$ cat config.mk
export PLATFORM = sky130hd
export DESIGN_NAME = pi2c_reg_encoder
export DESIGN_NICKNAME = d
export VERILOG_FILES = /design/src/rtl/pi2c_pkg.sv /design/src/rtl/pi2c_step_seq.sv /design/src/rtl/pi2c_gap_timer.sv /design/src/rtl/pi2c_reg_encoder.sv
export SDC_FILE = /design/constraint.sdc
export NUM_CORES = 1
export LEC_CHECK = 0
export ABC_AREA = 1
export BUFFER_PORTS_ARGS = -buffer_cell sky130_fd_sc_hd__buf_2
export CELL_PAD_IN_SITES_DETAIL_PLACEMENT = 1
export CELL_PAD_IN_SITES_GLOBAL_PLACEMENT = 1
export CORE_MARGIN = 1
export CORE_UTILIZATION = 35
export DETAILED_ROUTE_END_ITERATION = 10
export GPL_TIMING_DRIVEN = 0
export PLACE_DENSITY_LB_ADDON = 0.1
export SETUP_SLACK_MARGIN = 0.4
export SLEW_MARGIN = 0
export SYNTH_ARGS = -nofsm -noshare
export SYNTH_HDL_FRONTEND = slang
export SYNTH_SLANG_ARGS = --single-unit
$ cat constraint.sdc
create_clock -name clk -period 3.98 [get_ports clk]
set_clock_uncertainty 0.2 [all_clocks]
set_input_delay 0.199 -clock clk [delete_from_list [all_inputs] [get_ports clk]]
set_output_delay 0.199 -clock clk [all_outputs]
set_load 0.1 [all_outputs]
$ cat src/rtl/pi2c_pkg.sv
package pi2c_pkg;

  typedef enum logic [1:0] {
    PH_START = 2'd0,
    PH_BIT   = 2'd1,
    PH_ACK   = 2'd2,
    PH_STOP  = 2'd3
  } phase_t;

  localparam int unsigned SLOTS_PER_BYTE  = 8;
  localparam int unsigned BYTES_PER_FRAME = 3;
  localparam logic [1:0]  LAST_STEP       = 2'd2;

  // Returns {data, clock} for a given phase and step within that phase.
  function automatic logic [1:0] line_pair(phase_t ph, logic [1:0] step, logic bitv);
    logic [1:0] pr;
    case (ph)
      PH_START: pr = (step == 2'd0) ? 2'b11 : (step == 2'd1) ? 2'b01 : 2'b00;
      PH_STOP:  pr = (step == 2'd0) ? 2'b00 : (step == 2'd1) ? 2'b01 : 2'b11;
      PH_BIT:   pr = {bitv, step == 2'd1};
      default:  pr = {1'b0, step == 2'd1};
    endcase
    return pr;
  endfunction

  // Picks the serial bit for a byte index and slot, most significant first.
  function automatic logic frame_bit(logic [1:0] byte_idx, logic [2:0] slot,
                                     logic [7:0] dev, logic [7:0] sub, logic [7:0] pay);
    logic [7:0] b;
    case (byte_idx)
      2'd0:    b = dev;
      2'd1:    b = sub;
      default: b = pay;
    endcase
    return b[3'd7 - slot];
  endfunction

endpackage

$ cat src/rtl/pi2c_step_seq.sv
module pi2c_step_seq
  import pi2c_pkg::*;
#(
  parameter int unsigned SLOTS = SLOTS_PER_BYTE,
  parameter int unsigned BYTES = BYTES_PER_FRAME
) (
  input  logic                       clk,
  input  logic                       rst_n,
  input  logic                       init_i,
  input  logic                       advance_i,
  output phase_t                     phase_o,
  output logic [1:0]                 step_o,
  output logic [$clog2(SLOTS)-1:0]   slot_o,
  output logic [$clog2(BYTES)-1:0]   byte_o,
  output logic                       last_o
);
  localparam int unsigned SLOT_W = $clog2(SLOTS);
  localparam int unsigned BYTE_W = $clog2(BYTES);
  localparam logic [SLOT_W-1:0] SLOT_LAST = SLOT_W'(SLOTS - 1);
  localparam logic [BYTE_W-1:0] BYTE_LAST = BYTE_W'(BYTES - 1);

  always_ff @(posedge clk) begin
    if (!rst_n || init_i) begin
      phase_o <= PH_START;
      step_o  <= 2'd0;
      slot_o  <= '0;
      byte_o  <= '0;
    end else if (advance_i) begin
      if (step_o != LAST_STEP) begin
        step_o <= step_o + 2'd1;
      end else begin
        step_o <= 2'd0;
        case (phase_o)
          PH_START: begin
            phase_o <= PH_BIT;
            slot_o  <= '0;
            byte_o  <= '0;
          end
          PH_BIT: begin
            if (slot_o == SLOT_LAST) phase_o <= PH_ACK;
            else                     slot_o  <= slot_o + 1'b1;
          end
          PH_ACK: begin
            if (byte_o == BYTE_LAST) begin
              phase_o <= PH_STOP;
            end else begin
              byte_o  <= byte_o + 1'b1;
              slot_o  <= '0;
              phase_o <= PH_BIT;
            end
          end
          default: phase_o <= PH_STOP;
        endcase
      end
    end
  end

  assign last_o = (phase_o == PH_STOP) && (step_o == LAST_STEP);

endmodule

$ cat src/rtl/pi2c_gap_timer.sv
module pi2c_gap_timer #(
  parameter int unsigned GAP_CYCLES = 4
) (
  input  logic clk,
  input  logic rst_n,
  input  logic load_i,
  output logic active_o,
  output logic expire_o
);
  localparam int unsigned CNT_W = (GAP_CYCLES > 1) ? $clog2(GAP_CYCLES) : 1;

  generate
    if (GAP_CYCLES == 0) begin : g_none
      logic unused_in;
      assign unused_in = ^{clk, rst_n, load_i};
      assign active_o  = 1'b0;
      assign expire_o  = 1'b0;
    end else begin : g_count
      logic [CNT_W-1:0] cnt_q;
      logic             run_q;
      always_ff @(posedge clk) begin
        if (!rst_n) begin
          cnt_q <= '0;
          run_q <= 1'b0;
        end else if (load_i) begin
          cnt_q <= CNT_W'(GAP_CYCLES - 1);
          run_q <= 1'b1;
        end else if (run_q) begin
          if (cnt_q == '0) run_q <= 1'b0;
          else             cnt_q <= cnt_q - 1'b1;
        end
      end
      assign active_o = run_q;
      assign expire_o = run_q && (cnt_q == '0);
    end
  endgenerate

endmodule

$ cat src/rtl/pi2c_reg_encoder.sv
module pi2c_reg_encoder
  import pi2c_pkg::*;
#(
  parameter int unsigned AW         = 8,
  parameter int unsigned DW         = 8,
  parameter logic [AW-1:0] REG_ADDR = 8'h03,
  parameter logic [7:0]  DEV_BYTE   = 8'h9C,
  parameter logic [7:0]  SUB_BYTE   = 8'h00,
  parameter int unsigned GAP_CYCLES = 1000
) (
  input  logic          clk,
  input  logic          rst_n,
  input  logic          start_i,
  input  logic [DW-1:0] base_i,
  input  logic [7:0]    payload_i,
  input  logic          wr_ready_i,
  output logic          wr_valid_o,
  output logic [AW-1:0] wr_addr_o,
  output logic [DW-1:0] wr_data_o,
  output logic          done_o
);
  localparam int unsigned HI_W = DW - 2;

  typedef enum logic [1:0] {S_IDLE, S_SEND, S_WAIT} state_t;

  state_t          state_q;
  logic [HI_W-1:0] hi_q;
  logic [7:0]      pay_q;
  logic            done_q;

  phase_t     phase_w;
  logic [1:0] step_w;
  logic [2:0] slot_w;
  logic [1:0] byte_w;
  logic       last_w;
  logic       gap_active_w;
  logic       gap_expire_w;

  // Named internal events used by the checker.
  logic busy_w;
  logic take_start_w;
  logic accept_w;
  logic advance_w;

  assign busy_w       = (state_q != S_IDLE);
  assign take_start_w = (state_q == S_IDLE) && start_i;
  assign accept_w     = (state_q == S_SEND) && wr_ready_i;
  assign advance_w    = accept_w && !last_w;

  pi2c_step_seq u_seq (
    .clk       (clk),
    .rst_n     (rst_n),
    .init_i    (take_start_w),
    .advance_i (advance_w),
    .phase_o   (phase_w),
    .step_o    (step_w),
    .slot_o    (slot_w),
    .byte_o    (byte_w),
    .last_o    (last_w)
  );

  pi2c_gap_timer #(.GAP_CYCLES(GAP_CYCLES)) u_gap (
    .clk      (clk),
    .rst_n    (rst_n),
    .load_i   (advance_w),
    .active_o (gap_active_w),
    .expire_o (gap_expire_w)
  );

  always_ff @(posedge clk) begin
    if (!rst_n) begin
      state_q <= S_IDLE;
      hi_q    <= '0;
      pay_q   <= '0;
      done_q  <= 1'b0;
    end else begin
      done_q <= 1'b0;
      case (state_q)
        S_IDLE: begin
          if (start_i) begin
            hi_q    <= base_i[DW-1:2];
            pay_q   <= payload_i;
            state_q <= S_SEND;
          end
        end
        S_SEND: begin
          if (wr_ready_i) begin
            if (last_w) begin
              state_q <= S_IDLE;
              done_q  <= 1'b1;
            end else begin
              state_q <= (GAP_CYCLES == 0) ? S_SEND : S_WAIT;
            end
          end
        end
        S_WAIT: begin
          if (gap_expire_w) state_q <= S_SEND;
        end
        default: state_q <= S_IDLE;
      endcase
    end
  end

  logic       bit_w;
  logic [1:0] pair_w;

  assign bit_w      = frame_bit(byte_w, slot_w, DEV_BYTE, SUB_BYTE, pay_q);
  assign pair_w     = line_pair(phase_w, step_w, bit_w);
  assign wr_valid_o = (state_q == S_SEND);
  assign wr_addr_o  = REG_ADDR;
  assign wr_data_o  = {hi_q, pair_w};
  assign done_o     = done_q;

endmodule

# After elaboration in Yosys (flattened, before gate mapping)
# Cells that the tools add are included.
# word_totals
inputBits,20
out_inout_bits,18
register_bits,37
# op_classes
reduce_logical,25
eq_ne,18
bitwise,3
order_cmp,1
muxes,29
n_addsub,5
# ops
operator,n
two-way mux 10 bit,3
two-way mux 2 bit,11
one-hot mux 2 bit (3 select lines),3
one-hot mux 8 bit (2 select lines),1
"!= test 2 bit, second input constant",7
"== test 2 bit, second input constant",5
logical NOT 10 bit,1
"subtractor 10 x 1 -> 10 bit, second input constant",1
one-hot mux 3 bit (3 select lines),1
AND reduction 3 bit,3
"== test 2 x 1 -> 1 bit, second input constant",4
logical NOT 2 bit,4
two-way mux 1 bit,6
two-way mux 3 bit,2
AND reduction 2 bit,3
logical AND 1 bit,5
AND reduction 5 bit,1
"adder 2 x 1 -> 2 bit, second input constant",2
"less-than comparator 3 x 4 -> 1 bit, second input constant",1
one-hot mux 2 bit (2 select lines),1
AND reduction 4 bit,1
nonzero test 2 bit,2
"adder 3 x 1 -> 3 bit, second input constant",1
binary-select mux 1 bit (select 3 bit),1
other kinds (8),11

# Longest topological paths before layout
# depth
word_depth,6
mapped_depth,11
ltp_nobuf,10

# Cells and area by module
# From an unflattened synthesis, not the netlist that was laid out.
# unflattened
hier_cells,307
hier_area_um2,2058.2
# modules_own_cells
module,seq_area_each_um2,cells_per_inst,area_each_um2,instances
pi2c_reg_encoder,340.3,129,858.3,1
pi2c_gap_timer,220.2,100,661.9,1
pi2c_step_seq,180.2,78,538.0,1

# Worst setup path before layout
# Ideal clock, no wire load.
# synth_timing
path_type,flip-flop to output port
start,reg u_seq.phase_o[1]
end,out wr_data_o[0]
path_buffers,0
arrival_time_ns,1.998
path_slack_ns,1.583
stages_incl_launch_ff,3
path_cell_list,dfxtp_1 > nand2_1 > a21oi_1
# synth_between
elab_chain_len,2
# synth_rtl
element,line,source
start: declaration,pi2c_step_seq.sv:11,"output phase_t phase_o,"
start signal: assignment,pi2c_step_seq.sv:24,phase_o <= PH_START;
start signal: assignment,pi2c_step_seq.sv:35,phase_o <= PH_BIT;
start signal: assignment,pi2c_step_seq.sv:40,if (slot_o == SLOT_LAST) phase_o <= PH_ACK;
== test 2 x 1 -> 1 bit (tied with other cells),pi2c_pkg.sv:17,case (ph)
one-hot mux 2 bit (3 select lines) (*),pi2c_pkg.sv:17,
end: declaration,pi2c_reg_encoder.sv:19,"output logic [DW-1:0] wr_data_o,"
# Mark *: on every way between the ends. The rest lies on a longest branch, timed or not.

# Worst setup path after layout
# layout_timing
start,reg u_seq.byte_o[1]
end,out wr_data_o[1]
# layout_between
elab_chain_len,5
# layout_rtl
element,line,source
start: declaration,pi2c_step_seq.sv:14,"output logic [$clog2(BYTES)-1:0] byte_o,"
start signal: assignment,pi2c_step_seq.sv:47,byte_o <= byte_o + 1'b1;
== test 2 x 1 -> 1 bit or logical NOT 2 bit (tied branches),pi2c_pkg.sv:30,case (byte_idx)
one-hot mux 8 bit (2 select lines) (*),pi2c_pkg.sv:30,
binary-select mux 1 bit (select 3 bit) (*),pi2c_pkg.sv:35,return b[3'd7 - slot];
two-way mux 1 bit (not written as such) (*),pi2c_pkg.sv:35,
one-hot mux 2 bit (3 select lines) (*),pi2c_pkg.sv:17,
# Mark *: on every way between the ends. The rest lies on a longest branch, timed or not. The select of a mux whose other input is x is not followed.

==> impl_metrics.yaml <==
power:
  comb_power_share_pct: 41.0
  p_per_area_nw_per_um2: 486
  netSwitchingPower_mw: 0.530
  seq_power_share_pct: 37.2
  internal_power_mw: 0.679
  power.share.switching_pct: 43.8
  leakage_nw: 1.18
  vdd_drop_max_mv: 0.248
  share_of_total_power_in_the_clock_network_pct: 21.8
min_path:
  hold_class: "input pin to flop"
synthesis:
  post_synth_inst_count: 289
  synth_top_cells_by_count: "sky130_fd_sc_hd__nor2_1, sky130_fd_sc_hd__inv_1, sky130_fd_sc_hd__dfxtp_1, sky130_fd_sc_hd__nand2_1, sky130_fd_sc_hd__o21ai_0"
  synthFlopType: "sky130_fd_sc_hd__dfxtp_1"
  post-synth-top-count-cell: "sky130_fd_sc_hd__nor2_1"
  synth-edff-count: 0
  async_flop_share_pct: 0
  synth_top_area_cell: "sky130_fd_sc_hd__dfxtp_1"
  seq_area_frac_synth_pct: 37.0
  ys_types: 29
  post_synth_main_area_contributors: "sky130_fd_sc_hd__dfxtp_1, sky130_fd_sc_hd__nor2_1, sky130_fd_sc_hd__inv_1, sky130_fd_sc_hd__nand2_1, sky130_fd_sc_hd__o21ai_0"
  synthesis.yosys.warnings: 0
  synth.ff_latch_count: 37
  synth_area_um2: 2000
  netlist.area_leader.share_pct: 37.0
  synthesis.area_per_instance_um2: 6.94
clock_tree:
  numCtsBuffers: 5
  cts_setup_buffers: 0
  cts_hold_repair.buffers: 15
  h_tree_levels: 2
  tritoncts_clock_tree: "yes"
  clock_insertion_delay_worst_skew_ns: 0.29
  cts-root-to-sink-buffers: 2
  cts_resized: 0
  cts_root_buffer: "sky130_fd_sc_hd__clkbuf_8"
  clock_sink_count: 37
  worst_setup_hold_path_clk_slew_ns: 0.07
floorplanning:
  core_area_um2: 5510
  die_h_um: 77.7
  io_pins: 38
  die-area_um2: 6030
  initial_core_utilization_pct: 36.4
  std_cell_rows: 27
  dieWidth_um: 77.7
setup_path:
  worst_setup_path_startpoint: "u_seq.byte_o[1]$_SDFFE_PP0P_"
  crit-reg2reg-launch: "u_gap.g_count.cnt_q[0]$_SDFFE_PN0P_"
  regToRegEndpoint: "u_gap.g_count.cnt_q[6]$_SDFFE_PN0P_"
  required_ns: 3.58
  worst_ep_arrival_time_ns: 1.90
  setup.worst_path.start_class: "flop"
  maximum_fanout_count_along_the_critical_path: 6
  worstSetupEndpointType: "primary output"
  criticalPathCategory: "flop to primary output"
  ff2ff_setup_slack_ns: 2.28
  cp-endpoint: "wr_data_o[1]"
  worst-r2r-cell-count: 10
timing:
  setup_viol: 0
  tightest_slew_ns: 0.514
  finalMaxSlewViolations: 0
  finalSetupTns_ns: 0
  setup_slack_ns: 1.68
  achievable-frequency_ghz: 0.435
  post-route-period-util_pct: 57.8
  setup_repair_after_global_routing_missed_its_margin: "no"
  worst_slew_margin_rel_pct: 65.7
  final-hold-violation-count: 0
  final_critical_delay_including_setup_and_external_delays_ns: 2.30
detailed_routing:
  wire_per_inst_um: 11.5
  first_pass_iters: 4
  route.detailed.vias_per_inst: 4.61
  dr_total_vias: 1924
  final_antenna_violating_net_count: 0
  drt_wl_total_mm: 4.79
  remaining_drc_errors: 0
  drt_iter0_drc: 52
grt:
  antenna_found_initial: 0
  overall_track_demand_over_capacity_in_global_routing_pct: 17.4
  pin_count_of_the_biggest_net_entering_global_routing: 13
  first_global_vias: 1876
  final_global_route_overflow_total: 0
  grt_pass1_wl_mm: 8.21
placed_design:
  dp_hpwl_mm: 3.57
  gp_routability_congestion: 0.730
  placement.setup.worst_slack_ns: 2.00
  buffer_ports.inserted: 27
cells_and_area:
  final_net_count: 370
  area_growth_syn_to_layout_pct: 24.2
  post_route_cells_drive_above_1_share_pct: 20.0
  insertedDiodeCount: 0
flow_run:
  max_cap_violations: 0
outcome:
  status: "completed"
==> how the worst min path moves through the flow <==
stage | startpoint | to | slack, ns | depth (start not counted)
finish | wr_ready_i | done_o$_SDFF_PN0_ | 0.03 | 3
global route | wr_ready_i | done_o$_SDFF_PN0_ | 0.02 | 3
CTS | wr_ready_i | done_o$_SDFF_PN0_ | 0.01 | 3
detailed placement | pay_q[3]$_SDFFE_PN0P_ | pay_q[3]$_SDFFE_PN0P_ | 0.25 | 2
global placement | pay_q[3]$_SDFFE_PN0P_ | pay_q[3]$_SDFFE_PN0P_ | 0.25 | 2
floorplan | rst_n | state_q[0]$_SDFFE_PN0P_ | 0.14 | 2
==> per-layer routing <==
metal	up-vias	share of wire, %	routed length, um	GRT usage (%)
li1	1013	-	-	-
met4	0	0.92	44	5.66
met1	889	48	2300	20.0
met2	18	49	2340	30.7
met3	4	2.3	109	4.94
met5	-	0	0	0
==> placed cells by master (no fill, tap or decap), drive strengths merged, types with 3 or more instances in the layout <==
cell type and n:
a21oi 19, buf 42, clkbuf 7, conb 8
dfxtp 37, dlygate4sd3 15, ha 6, inv 40
nand2 41, nand3 27, nand4 5, nor2 57
o21ai 27, xor2 3
==> power groups by stage <==
stage	Sequential (mW)	Clock (mW)	Combinational (mW)
2_1_floorplan	0.514	0	0.341
3_3_place_gp	0.458	0	0.483
3_5_place_dp	0.459	0	0.487
4_1_cts	0.450	0.278	0.500
5_1_grt	0.456	0.299	0.546
6_report	0.450	0.263	0.496
==> per-stage QoR <==
stage / instance area, um^2 / util (%) / total power [mW] / instances / hold slack (ns)
6_report: 2490 / 45.2 / 1.21 / 417 / 0.0253
4_1_cts: 2490 / 45.2 / 1.23 / 417 / 0.0133
3_3_place_gp: 2250 / 40.9 / 0.941 / 394 / 0.246
2_1_floorplan: 2030 / - / 0.855 / 295 / 0.137
5_1_grt: 2490 / 45.2 / 1.30 / 417 / 0.0214
3_5_place_dp: 2250 / 40.9 / 0.946 / 394 / 0.250
==> cells by family (layout without fill, tap and decap cells) <==
logic type | Yosys count | in the layout | synth area share [%]
and+or+nand+nor | 132 | 132 | 30.8
buffers and inverters | 57 | 107 | 13.1
AOI/OAI and AO/OA | 52 | 52 | 13.7
DFF | 37 | 37 | 37.0
adders and majority gates | 6 | 6 | 3.75
xor gates and xnor gates | 3 | 3 | 1.31
other | 2 | 8 | 0.375
==> registers in the layout, indices dropped and copies added (netlist names) <==
name,flops
state_q,2
u_seq.phase_o,2
u_seq.byte_o,2
u_gap.g_count.cnt_q,10
u_gap.active_o,1
u_seq.slot_o,3
pay_q,8
hi_q,6
u_seq.step_o,2
done_o,1
==> cell type report <==
type / instances / area [um^2]
inverter: 40 / 150
multi-input combinational: 201 / 1020
clock buffer: 5 / 68.8
timing repair buffer: 42 / 285
fill: 741 / 3020
sequential: 37 / 741
buffer: 17 / 113
tap: 72 / 90.1
clock inverter: 3 / 17.5
==> worst max-delay path, stage by stage (launching register included) <==
cell	delay [ns]
sky130_fd_sc_hd__dfxtp_1	0.37
sky130_fd_sc_hd__inv_1	0.11
sky130_fd_sc_hd__ha_1	0.19
sky130_fd_sc_hd__nor2_1	0.16
sky130_fd_sc_hd__o211ai_1	0.11
sky130_fd_sc_hd__nand3_1	0.10
sky130_fd_sc_hd__nand3_1	0.08
sky130_fd_sc_hd__nand2_1	0.07
sky130_fd_sc_hd__buf_2	0.42
No activity file was read; power rests on OpenSTA's default activity.
